<file path="src/rtl/cart_bus_seq.sv">
module cart_bus_seq #(
  parameter int PHI2_HI = 6,
  parameter int PHI2_LO = 6,
  parameter int LEN_W   = 8
) (
  input  logic             clk,
  input  logic             rst_n,
  input  logic             cmd_valid,
  output logic             cmd_ready,
  input  logic [2:0]       cmd_op,
  input  logic [15:0]      cmd_addr,
  input  logic [LEN_W-1:0] cmd_len,
  input  logic [7:0]       wr_byte,
  output logic             wr_take,
  output logic [7:0]       rd_byte,
  output logic             rd_valid,
  output logic             done,
  output logic             mismatch,
  output logic [7:0]       addr_lo,
  output logic [7:0]       bus_dout,
  output logic             bus_oe,
  input  logic [7:0]       bus_din,
  output logic             phi2,
  output logic             rw,
  output logic             romsel_n,
  output logic             rd_n,
  output logic             wr_n,
  output logic             latch_n
);
  localparam int PMAX = (PHI2_HI > PHI2_LO) ? PHI2_HI : PHI2_LO;
  localparam int CW   = $clog2(PMAX + 1);
  localparam logic [2:0] OP_CRD = 3'd0, OP_CWR = 3'd1, OP_FWR = 3'd2, OP_PRD = 3'd3,
                         OP_PWR = 3'd4, OP_CCMP = 3'd5, OP_PCMP = 3'd6, OP_NOP = 3'd7;

  typedef enum logic [2:0] {S_IDLE, S_LAT, S_SET, S_ACT, S_REC, S_PLAT, S_DONE} st_t;

  st_t              state;
  logic [2:0]       op;
  logic [15:0]      addr;
  logic [LEN_W-1:0] remain;
  logic [CW-1:0]    cnt;
  logic [7:0]       wbyte;
  logic             mism;

  wire cyc      = (state == S_SET) || (state == S_ACT) || (state == S_REC);
  wire plat     = (state == S_PLAT);
  wire lat      = (state == S_LAT) || plat;
  wire act      = (state == S_ACT);
  wire op_cpu   = (op == OP_CRD) || (op == OP_CWR) || (op == OP_CCMP);
  wire op_cpuw  = (op == OP_CWR) || (op == OP_FWR);
  wire op_wr    = op_cpuw || (op == OP_PWR);
  wire op_cmp   = (op == OP_CCMP) || (op == OP_PCMP);
  wire op_prd   = (op == OP_PRD) || (op == OP_PCMP);
  wire sel_rom  = addr[15] && (op_cpu || (op == OP_FWR));
  wire last_act = act && (cnt == CW'(PHI2_HI - 1));
  wire last_rec = (state == S_REC) && (cnt == CW'(PHI2_LO - 1));
  wire miss     = bus_din != wbyte;

  wire       lat_a13 = plat ? 1'b1 : addr[13];
  wire [5:0] lat_hi6 = plat ? 6'h3F : addr[13:8];

  assign cmd_ready = (state == S_IDLE);
  assign done      = (state == S_DONE);
  assign mismatch  = mism;
  assign wr_take   = (state == S_LAT) && (op_wr || op_cmp);
  assign latch_n   = !lat;
  assign bus_oe    = lat || (cyc && op_wr);
  assign bus_dout  = lat ? {~lat_a13, 1'b0, lat_hi6} : (cyc && op_wr) ? wbyte : 8'hFF;
  assign addr_lo   = (cyc || state == S_LAT) ? addr[7:0] : 8'hFF;
  assign phi2      = act && op_cpu;
  assign romsel_n  = !(act && sel_rom);
  assign rw        = !(cyc && op_cpuw);
  assign rd_n      = !(act && op_prd);
  assign wr_n      = !(act && op == OP_PWR);

  always_ff @(posedge clk) begin
    if (!rst_n) begin
      state    <= S_IDLE;
      op       <= OP_NOP;
      addr     <= 16'h3FFF;
      remain   <= '0;
      cnt      <= '0;
      wbyte    <= 8'h00;
      mism     <= 1'b0;
      rd_byte  <= 8'h00;
      rd_valid <= 1'b0;
    end else begin
      rd_valid <= 1'b0;
      case (state)
        S_IDLE: if (cmd_valid) begin
          op     <= cmd_op;
          addr   <= cmd_addr;
          remain <= cmd_len;
          mism   <= 1'b0;
          state  <= (cmd_len == '0 || cmd_op == OP_NOP) ? S_PLAT : S_LAT;
        end
        S_LAT: begin
          wbyte <= wr_byte;
          cnt   <= '0;
          state <= S_SET;
        end
        S_SET: state <= S_ACT;
        S_ACT: begin
          if (last_act) begin
            cnt <= '0;
            if (op_cmp && miss) begin
              mism  <= 1'b1;
              state <= S_PLAT;
            end else begin
              if (!op_wr && !op_cmp) begin
                rd_byte  <= bus_din;
                rd_valid <= 1'b1;
              end
              state <= S_REC;
            end
          end else begin
            cnt <= cnt + 1'b1;
          end
        end
        S_REC: begin
          if (last_rec) begin
            if (remain == LEN_W'(1)) begin
              state <= S_PLAT;
            end else begin
              remain <= remain - 1'b1;
              addr   <= addr + 16'd1;
              state  <= S_LAT;
            end
          end else begin
            cnt <= cnt + 1'b1;
          end
        end
        S_PLAT: state <= S_DONE;
        default: state <= S_IDLE;
      endcase
    end
  end
endmodule

</file>
<file path="config.mk">
export PLATFORM = sky130hd
export DESIGN_NAME = cart_bus_seq
export DESIGN_NICKNAME = d
export VERILOG_FILES = /design/src/rtl/cart_bus_seq.sv
export SDC_FILE = /design/constraint.sdc
export NUM_CORES = 1
export LEC_CHECK = 0
export BUFFER_PORTS_ARGS = -buffer_cell sky130_fd_sc_hd__buf_4
export CORE_AREA = 2 2 101 103
export DETAILED_ROUTE_END_ITERATION = 12
export DIE_AREA = 0 0 103 105
export SYNTH_ARGS = -nofsm -noshare
export SYNTH_HDL_FRONTEND = slang
export SYNTH_SLANG_ARGS = --single-unit
</file>
<file path="constraint.sdc">
create_clock -name clk -period 2.1 [get_ports clk]
set_input_delay 0.105 -clock clk [delete_from_list [all_inputs] [get_ports clk]]
set_output_delay 0.105 -clock clk [all_outputs]
set_load 0.1 [all_outputs]
</file>
* Yosys cells after proc, flatten, opt, wreduce, memory -nomap -nowiden *
Cells that the tools add are included.

word-level totals
  bits in registers = 51
  input bits = 46
  output and inout bits = 36
  word-level logic and storage cells = 113

operators by class
  add/subtract/negate cells = 3
  equal/unequal tests = 22
  muxes and demuxes = 28
  bitwise logic cells = 5
  reductions and logical operators = 46

operators by type and width
  cell                   number
  $mux 16                3
  $mux 8                 6
  $pmux 16 s2            1
  $eq 3x3->1 const B     8
  $mux 3                 7
  $pmux 3 s6             1
  $add 16x1->16 const B  1
  $pmux 8 s2             1
  $logic_or 1x1->1       14
  $eq 3x2->1 const B     4
  $logic_and 1x1->1      12
  $reduce_and 4->1       3
  $pmux 3 s3             1
  $eq 8x1->1 const B     1
  $logic_not 8->1        1
  $ne 2x2->1 const B     4
  $ne 8x8->1             1
  $sub 8x1->8 const B    1
  $logic_not 1->1        7
  $eq 3x1->1 const B     2
  $logic_not 3->1        2
  $mux 1                 6
  $mux 6                 1
  $not 1->1              5
  8 further kinds        11

* Longest topological paths before layout *
Gate-level depths: netlist (run 1).

  depth in word-level cells = 7
  gate-level depth with buffers = 8
  depth with buffers taken out = 6

* Worst setup path before layout (run 1) *
No wires, ideal clock.

  path type = register -> output
  from = register state[1]
  to = output bus_dout[7]
  arrival time = 4,907 ps
  data required time = 1,995 ps
  setup slack = -2,912 ps
  cell stages (with the launch flop) = 6
  buffers on the path = 2
  path through = dfxtp_1 clkbuf_1 clkbuf_1 xnor2_1 o21ai_0 o211ai_1

on the way
  word-level cells in the longest chain between the ends = 6
  elaborated cells between the ends (all ways) = 13
  classes of those cells = eq/ne: 5; mux: 3; bitwise: 1; reduce/logical: 4

ends and longest elaborated chain
  item                           RTL line  RTL
  start, declared                37        st_t state;
  start signal, assigned         95        state <= (cmd_len == '0 || cmd_op == OP_NOP) ? S_PLAT : S_LAT;
  $eq 3x2->1                     45        wire cyc = (state == S_SET) || (state == S_ACT) || (state == S_REC);
  $logic_or 1x1->1 (2 in a row)  45
  $logic_and 1x1->1              68        assign bus_dout = lat ? {~lat_a13, 1'b0, lat_hi6} : (cyc && op_wr) ? wbyte : 8'hFF;
  $mux 8                         68
  $mux 8 (*)                     68
  end, declared                  20        output logic [7:0] bus_dout,

Mark *: on every way between the ends. The rest lies on a longest branch, timed or not.

* Final worst setup path (run 1) *
  from = register state[2]
  to = output bus_dout[4]

The elaborated chain is that of the path after synthesis.

==> out/qor.csv, run 1 <==
metric;value;unit
hpwl;7260;um
dieArea;10800;um^2
clock_latency;0.32;ns
grt_pass1_wl;16300;um
ys_types;62;
antenna_found_initial;0;
critPathKind;flip-flop to output port;
routed_wirelength;10300;um
layout_min_cycle_time;1.99;ns
tightest_slew;0.499;ns
yosysWarnings;0;
worst_slack;0.115;ns
ant_nets;0;
yosys.area.top_type_share;0.315;
cts_tree;built;
gp_congestion;0.859;
ys.flop_type;dfxtp_1;
whs;0.00641;ns
clock-sinks;51;
synth_area;3240;um^2
final_net_count;545;
cellPowerDensity;1080;nW/um^2
die_w;103;um
synth_async_sr_flop_share;0;
peakVddDrop;547;uV
coreArea;9640;um^2
io_pins;82;
swShare;0.511;
num_antenna_cells;0;
min_path_cells;3;
place_ws;0.151;ns
cts.clk_slew.worst_paths;0.11;ns
p_clk_frac;0.137;
cts_buffers;5;
io_buffers;81;
hold_end;op[0];
pwr-share-seq;0.287;
rsz0062_at_grt;false;
r2r_end;addr[9];
reg2reg_from;state[2];
critical_path_arrival;1.88;ns
synth_edf_count;0;
mostFrequentLayoutCell;buf_4;
hold_violations;0;
placedInstanceArea;4160;um^2
internal-power;0.00227;W
grt_pass1_vias;3287;
leakage;1.69;nW
cp.required;2.00;ns
ys_ff_latch;51;
placed_cells;619;
avgRoutedWirePerCell;16.4;um
syn_inst;417;
htreeDepth;2;
clock.fmax;504;MHz
cp_max_fo;6;
firstDrtPassIters;4;
p_switching;0.00237;W
root_buffer;clkbuf_8;
vias;3510;
drive_gt1_frac;0.287;
drv_cap;0;
overflow;0;
holdCritStartpoint;cmd_op[0];
worst_setup_path_end_kind;output port;
layout_common_cells;100 x buf_4, 52 x nand2_1, 48 x dfxtp_1, 32 x a21oi_1, 31 x nor2_1;
r2r_slack;0.19;ns
row_count;36;
cts_buffer_depth;2;
final_area;4300;um^2
synth_top_area_cell;dfxtp_1;
p_comb_frac;0.576;
grt_max_degree;37;
grt_usage;0.187;
min_period_over_period;0.945;
die_h;105;um
synth_seq_area_share;0.315;
synth_area_per_cell;7.78;um^2
finalClockSkew;0.00520;ns
worstRegToRegCells;5;
drv_slew;0;
synthTopCellsByArea;dfxtp_1 31%, nand2_1 6.1%, a21oi_1 4.9%;
areaGrowthSynthToFinish;32.4;%
vias_per_cell;5.59;
drtIter0Drc;149;
drc_errors;0;
status;complete, no violations;
slew_headroom;0.664;
timing.hold.worst.class;input pin to flip-flop;
start_util;0.337;
setup_violations;0;
final-instance-count-excl-fill;628;
crit_path_start_kind;flip-flop;
synth.net_count;468;
post-cts-setup-buffers;0;
-- critical path, cell delays in order (launching register included) --
cell,delay [ns]
dfxtp_1,0.35
or3b_4,0.42
o21ai_1,0.20
nand2b_4,0.14
o22a_2,0.23
buf_4,0.23
-- cell usage after synthesis, types with 3 or more instances --
master / n
nand2_1: 53
dfxtp_1: 51
a21oi_1: 32
nor2_1: 32
clkbuf_1: 23
nand3_1: 17
nor3_1: 15
o21ai_0: 13
o22ai_1: 13
mux2i_1: 12
nor4_1: 11
inv_1: 10
nand2b_1: 9
xor2_1: 9
a32oi_1: 8
o22a_1: 8
and3_1: 7
buf_2: 7
ha_1: 5
o32ai_1: 5
a31oi_1: 4
and2_1: 4
nand4_1: 4
o221ai_1: 4
xnor2_1: 4
a221oi_2: 3
and4_1: 3
nor3b_1: 3
o21a_1: 3
o21ai_1: 3
o31a_1: 3
-- kinds of logic (layout without fill, tap and decap cells) --
logic type | after synthesis | count (layout) | synth area share
and+or+nand+nor | 171 | 171 | 0.264
muxes | 12 | 12 | 0.0370
xor gates and xnor gates | 13 | 13 | 0.0351
adders and majority gates | 5 | 5 | 0.0193
buffers and inverters | 45 | 123 | 0.0582
DFF | 51 | 51 | 0.315
AOI/OAI and AO/OA | 120 | 120 | 0.272
-- stage by stage --
| step | total power (W) | util | setup TNS (ns) |
|---|---|---|---|
| floorplan | 0.00333 | - | -19.41 |
| global placement | 0.00392 | 0.431 | 0 |
| detailed placement | 0.00395 | 0.431 | 0 |
| CTS | 0.00460 | 0.442 | 0 |
| global route | 0.00490 | 0.446 | 0 |
| finish | 0.00463 | 0.446 | 0 |
-- what timing repair did --
item / in CTS / in global routing
endpoints found under the hold margin: 0 / 1
resized for setup: 4 / 6
hold buffers: 0 / 1
setup endpoints to repair: 14 / 8
-- layer usage --
layer / track usage / up-vias / share of wire
met3: 0.0294 / 11 / 0.055
met2: 0.304 / 126 / 0.47
met4: 0.0498 / 0 / 0.012
li1: - / 1707 / -
met5: 0 / - / 0
met1: 0.256 / 1666 / 0.46
-- final cells by class --
type	instances	area (um^2)
inverter	11	41.3
clock inverter	3	26.3
fill	1010	5340
timing repair buffer	104	821
clock buffer	5	68.8
tap	133	166
multi-input combinational	321	2150
sequential	51	1020
-- state kept, by name, summed over array words and instances (netlist names) --
register,cells
addr,16
cnt,3
mismatch,1
op,3
rd_byte,8
rd_valid,1
remain,8
state,3
wbyte,8
-- power by group through the flow --
stage / Sequential, W / Clock [W] / Combinational, W
6_report: 0.00133 / 0.000637 / 0.00267
5_1_grt: 0.00135 / 0.000682 / 0.00286
4_1_cts: 0.00132 / 0.000646 / 0.00264
3_5_place_dp: 0.00134 / 0 / 0.00261
3_3_place_gp: 0.00133 / 0 / 0.00258
2_1_floorplan: 0.00128 / 0 / 0.00206
-- worst max-delay path by stage --
stage | start | endpoint | slack [ns] | cells after the start
after detailed placement | state[0] | addr[9] | 0.15 | 5
after global routing | state[1] | bus_dout[4] | 0.004 | 6
after global placement | state[0] | addr[9] | 0.18 | 5
after floorplan | state[1] | bus_dout[7] | -0.75 | 7
final | state[2] | bus_dout[4] | 0.11 | 5
after CTS | state[0] | bus_dout[4] | 0.02 | 5
Power figures use the tool's default switching activity.
==> run 2: changes to the inputs <==
- clock period: 2.1 -> 2.3 ns (I/O delays scaled with it)
==> run 2 against run 1 <==
  * Cell count decreased by 0.64%
  * Count of clock-buffer cells in the layout did not move
  * Utilization fell by 0.57 points
  * Die area unchanged
  * Combinational power is 11% lower
  * First-iteration DRC count decreased by 6.7%
  * Register-to-register slack better by 0.13 ns
  * Sequential share of layout area up 0.22 points
  * Via count fell by 2.8%
  * Non-clock buffer count is 4 lower
  * Clock power is 3% higher
  * Largest cell class unchanged
  * Highest routed layer unchanged
==> out/qor.csv, run 2 (synthesized netlist as in run 1, its figures left out) <==
metric;value;unit
reg2reg_from;cnt[0];
num_antenna_cells;0;
routed_wirelength;9980;um
overflow;0;
use_met3;0.0288;
drc_errors;0;
io_pins;82;
grt_max_degree;37;
placed_cells;616;
mostFrequentLayoutCell;buf_4;
firstDrtPassIters;4;
io_buffers;81;
hpwl;7210;um
htreeDepth;2;
cellPowerDensity;998;nW/um^2
r2r_end;rd_byte[5];
drive_gt1_frac;0.267;
leakage;1.66;nW
tightest_slew;0.674;ns
top_register;addr;
min_period_over_period;0.947;
fin_util;0.440;
grt_pass1_wl;15800;um
cp.required;2.18;ns
vias_per_cell;5.46;
vias;3410;
ant_nets;0;
root_buffer;clkbuf_8;
avgRoutedWirePerCell;16.0;um
crit_path_start_kind;flip-flop;
critPathKind;flip-flop to output port;
gp_congestion;0.810;
rsz0062_at_grt;false;
row_count;36;
r2r_slack;0.32;ns
critical_path_arrival;2.06;ns
finalClockSkew;0.0149;ns
setup_violations;0;
place_ws;0.321;ns
crit_path_max_incr_delay;0.36;ns
crit_top_cell;buf_4;
slew_headroom;0.547;
grt_usage;0.180;
areaGrowthSynthToFinish;30.7;%
cpLargestDelayFamily;compound AO/OA/AOI/OAI gates;
post-cts-setup-buffers;0;
cts_buffers;5;
fin_tns_setup;0;ns
drv_slew;0;
largest_reg_flops;16;
final_net_count;541;
clock.fmax;459;MHz
holdCritStartpoint;wr_byte[2];
final-instance-count-excl-fill;624;
worst_slack;0.121;ns
top_usage_layer;met2;
layout_min_cycle_time;2.18;ns
drv_cap;0;
grt_use_met1;0.242;
cts_tree;built;
cp_max_fo;17;
clock_latency;0.31;ns
met2_usage;0.295;
peakVddDrop;598;uV
cts_buffer_depth;2;
antenna_found_initial;0;
min_path_cells;3;
grt_pass1_vias;3273;
hold_end;wbyte[2];
die_w;103;um
timing.hold.worst.class;input pin to flip-flop;
status;complete, no violations;
path_cells;buf_4 > inv_1 > o21ai_0 > nand2b_2 > o22a_2 > buf_4;
die_h;105;um
worstRegToRegCells;7;
hold_violations;0;
cts.clk_slew.worst_paths;0.11;ns
total_power;0.00423;W
dieArea;10800;um^2
layout_common_cells;98 x buf_4, 52 x nand2_1, 51 x dfxtp_1, 32 x nor2_1, 32 x a21oi_1;
clock-sinks;51;
start_util;0.337;
crit_buf_inv;3;
worst_setup_path_end_kind;output port;
crit_path_top_delay_cell;o21ai_0;
drtIter0Drc;139;
coreArea;9640;um^2
## run 2: cell types whose count changed in the layout (fill, tap and decap cells not counted), moves of 2 or more
cell | previous run | this run
dfxtp_2 | 3 | 0
dfxtp_1 | 48 | 51
xnor2_1 | 2 | 4
xnor2_2 | 2 | 0
buf_4 | 100 | 98
## run 2: worst max-delay path by stage
stage | slack (ns) | from | cells after the start | endpoint
3_3_place_gp | 0.40 | cnt[0] | 7 | rd_byte[7]
3_5_place_dp | 0.32 | cnt[0] | 7 | rd_byte[5]
2_1_floorplan | -0.56 | state[1] | 7 | bus_dout[7]
6_report | 0.12 | state[1] | 6 | bus_dout[4]
4_1_cts | 0.05 | op[1] | 5 | bus_dout[4]
5_1_grt | 0.03 | state[1] | 6 | bus_dout[0]
## run 2: metal layers
metal  part of all wire  routed length (um)
met2               0.49                4850
met4              0.013                 133
met5                  0                   0
met3              0.046                 456
met1               0.46                4540
## run 2: final cells by class
| class | count | area, um^2 |
|---|---|---|
| Multi-Input combinational cell | 321 | 2120 |
| Tap cell | 133 | 166 |
| Fill cell | 993 | 5400 |
| Sequential cell | 51 | 1020 |
| Timing Repair Buffer | 100 | 776 |
| Clock buffer | 5 | 68.8 |
| Clock inverter | 3 | 46.3 |
| Inverter | 11 | 41.3 |
## run 2: worst reg2reg max path: cells and delay by family, from the launching register on
kind	cells	cell delay, ns
AO/OA/AOI/OAI	1	0.28
adder cells (fa/ha/maj)	1	0.30
buffers and inverters	2	0.45
flip-flops	1	0.42
multiplexers	1	0.21
AND/OR/NAND/NOR	2	0.21
## run 2: through the flow
step	instance area, um^2	hold WS (ns)
floorplan	3370	0.239
global placement	4120	0.369
detailed placement	4120	0.374
CTS	4240	0.0335
global route	4240	0.0340
finish	4240	0.0403
## run 2: repair_timing
action / CTS / global route
resized for setup: 0 / 1
hold buffers: 0 / 0
endpoints found under the setup margin: 0 / 5
## run 2: where the power goes
part / switching [W] / internal, W / total [W]
clock: 0.000327 / 0.000328 / 0.000655
combinational: 0.00160 / 0.000774 / 0.00237
sequential: 0.000177 / 0.00103 / 0.00120
==> run 3: changes to the inputs <==
- GPL_TIMING_DRIVEN: not set -> 1
- clock period: 2.3 -> 2.4 ns (I/O delays scaled with it)
==> run 3 against run 2 <==
  * Total power shrank 6.4%
  * Critical path type unchanged
  * Worst setup slack improved by 0.026 ns
  * Die area stayed put
  * Sequential power is essentially flat
  * Wire length fell by 2.8%
  * Global-route usage rose by 0.19 points
==> out/qor.csv, run 3 (synthesized netlist as in run 1, its figures left out) <==
metric;value;unit
num_antenna_cells;0;
drc_errors;0;
cellPowerDensity;940;nW/um^2
cts.clk_slew.worst_paths;0.11;ns
final_area;4210;um^2
ant_nets;0;
die_w;103;um
layout_min_cycle_time;2.25;ns
critPathKind;flip-flop to output port;
min_period_over_period;0.939;
grt_pass1_wl;16000;um
pwr-share-seq;0.295;
clock.fmax;444;MHz
p_switching;0.00202;W
placed_cells;618;
start_util;0.337;
overflow;0;
startpoint;op[1];
holdCritStartpoint;wr_byte[6];
hpwl;7070;um
internal-power;0.00194;W
slew_headroom;0.495;
avgRoutedWirePerCell;15.5;um
io_buffers;81;
vias;3407;
cts_buffer_depth;2;
drtIter0Drc;197;
reg2reg_from;state[0];
final-instance-count-excl-fill;626;
status;complete, no violations;
hold_violations;0;
drive_gt1_frac;0.256;
gp_congestion;0.782;
placedInstanceArea;4120;um^2
fillCellCount;1033;
clock_latency;0.31;ns
cts_hold_buf;0;
p_clk_frac;0.140;
vias_per_cell;5.44;
highest_layer;met4;
leakage;1.66;nW
areaGrowthSynthToFinish;29.9;%
cts_resized;0;
fin_util;0.437;
wl_met1;4410;um
whs;0.0394;ns
finalClockSkew;0.00623;ns
worst_setup_path_end_kind;output port;
register_area;1020;um^2
row_count;36;
swShare;0.510;
cp.required;2.28;ns
grt_pass1_vias;3220;
drv_cap;0;
clock-sinks;51;
layout_common_cells;101 x buf_4, 53 x nand2_1, 51 x dfxtp_1, 32 x nor2_1, 32 x a21oi_1;
crit_path_start_kind;flip-flop;
coreArea;9640;um^2
grt_max_degree;37;
p_comb_frac;0.565;
largest_reg_flops;16;
drv_slew;0;
setup_violations;0;
root_buffer;clkbuf_8;
met3_length;428;um
critical_path_arrival;2.13;ns
cts_buffers;5;
htreeDepth;2;
top_register;addr;
routed_wirelength;9700;um
firstDrtPassIters;4;
grt_usage;0.182;
met2WireLength;4730;um
rsz0062_at_grt;false;
dieArea;10800;um^2
io_pins;82;
mostFrequentLayoutCell;buf_4;
tightest_slew;0.751;ns
cts_tree;built;
peakVddDrop;532;uV
die_h;105;um
timing.hold.worst.class;input pin to flip-flop;
final_net_count;543;
antenna_found_initial;0;
multi_input_area;2110;um^2
cp_max_fo;8;
post-cts-setup-buffers;0;
## run 3: cell count changes in the layout (fill, tap and decap cells not counted), sizes merged
| cell | previous run | this run |
|---|---|---|
| bufinv | 1 | 0 |
| clkinv | 1 | 3 |
| buf | 100 | 102 |
| clkinvlp | 1 | 0 |
## run 3: through the flow
step	setup TNS (ns)	total power (W)	worst slack, ns
2_1_floorplan	-10.73	0.00291	-0.471
3_3_place_gp	0	0.00340	0.445
3_5_place_dp	0	0.00342	0.388
4_1_cts	0	0.00399	0.123
5_1_grt	0	0.00423	0.00605
6_report	0	0.00396	0.147
## run 3: layer usage
metal  up-vias  global-route usage
met5         -                   0
met4         0              0.0508
met3         8              0.0281
met2        90               0.297
met1      1599               0.247
li1       1710                   -
## run 3: power groups by stage
stage                     registers, W  clock network (W)  logic [W]
after floorplan                0.00112                  0    0.00179
after global placement         0.00118                  0    0.00222
after detailed placement       0.00118                  0    0.00224
after CTS                      0.00117           0.000580    0.00224
after global routing           0.00120           0.000604    0.00243
final                          0.00117           0.000555    0.00224
## run 3: final timing paths
path | to | slack (ns) | cells past startpoint
max | bus_dout[5] | 0.15 | 5
min reg2reg | addr[14] | 0.48 | 2
min | wbyte[6] | 0.04 | 3
max reg2reg | addr[9] | 0.36 | 5
## run 3: area by class of cell
type                       count  share of cell area
clock buffer                   5              0.0163
timing repair buffer         102               0.185
sequential                    51               0.242
multi-input combinational    321               0.501
clock inverter                 3             0.00683
inverter                      11             0.00980
tap                          133              0.0395
## run 3: critical path, cell delays in order, from the launching register on
cell	delay (ns)
dfxtp_1	0.52
xnor2_1	0.22
o22a_1	0.26
nand2b_1	0.31
o22a_1	0.22
buf_4	0.29
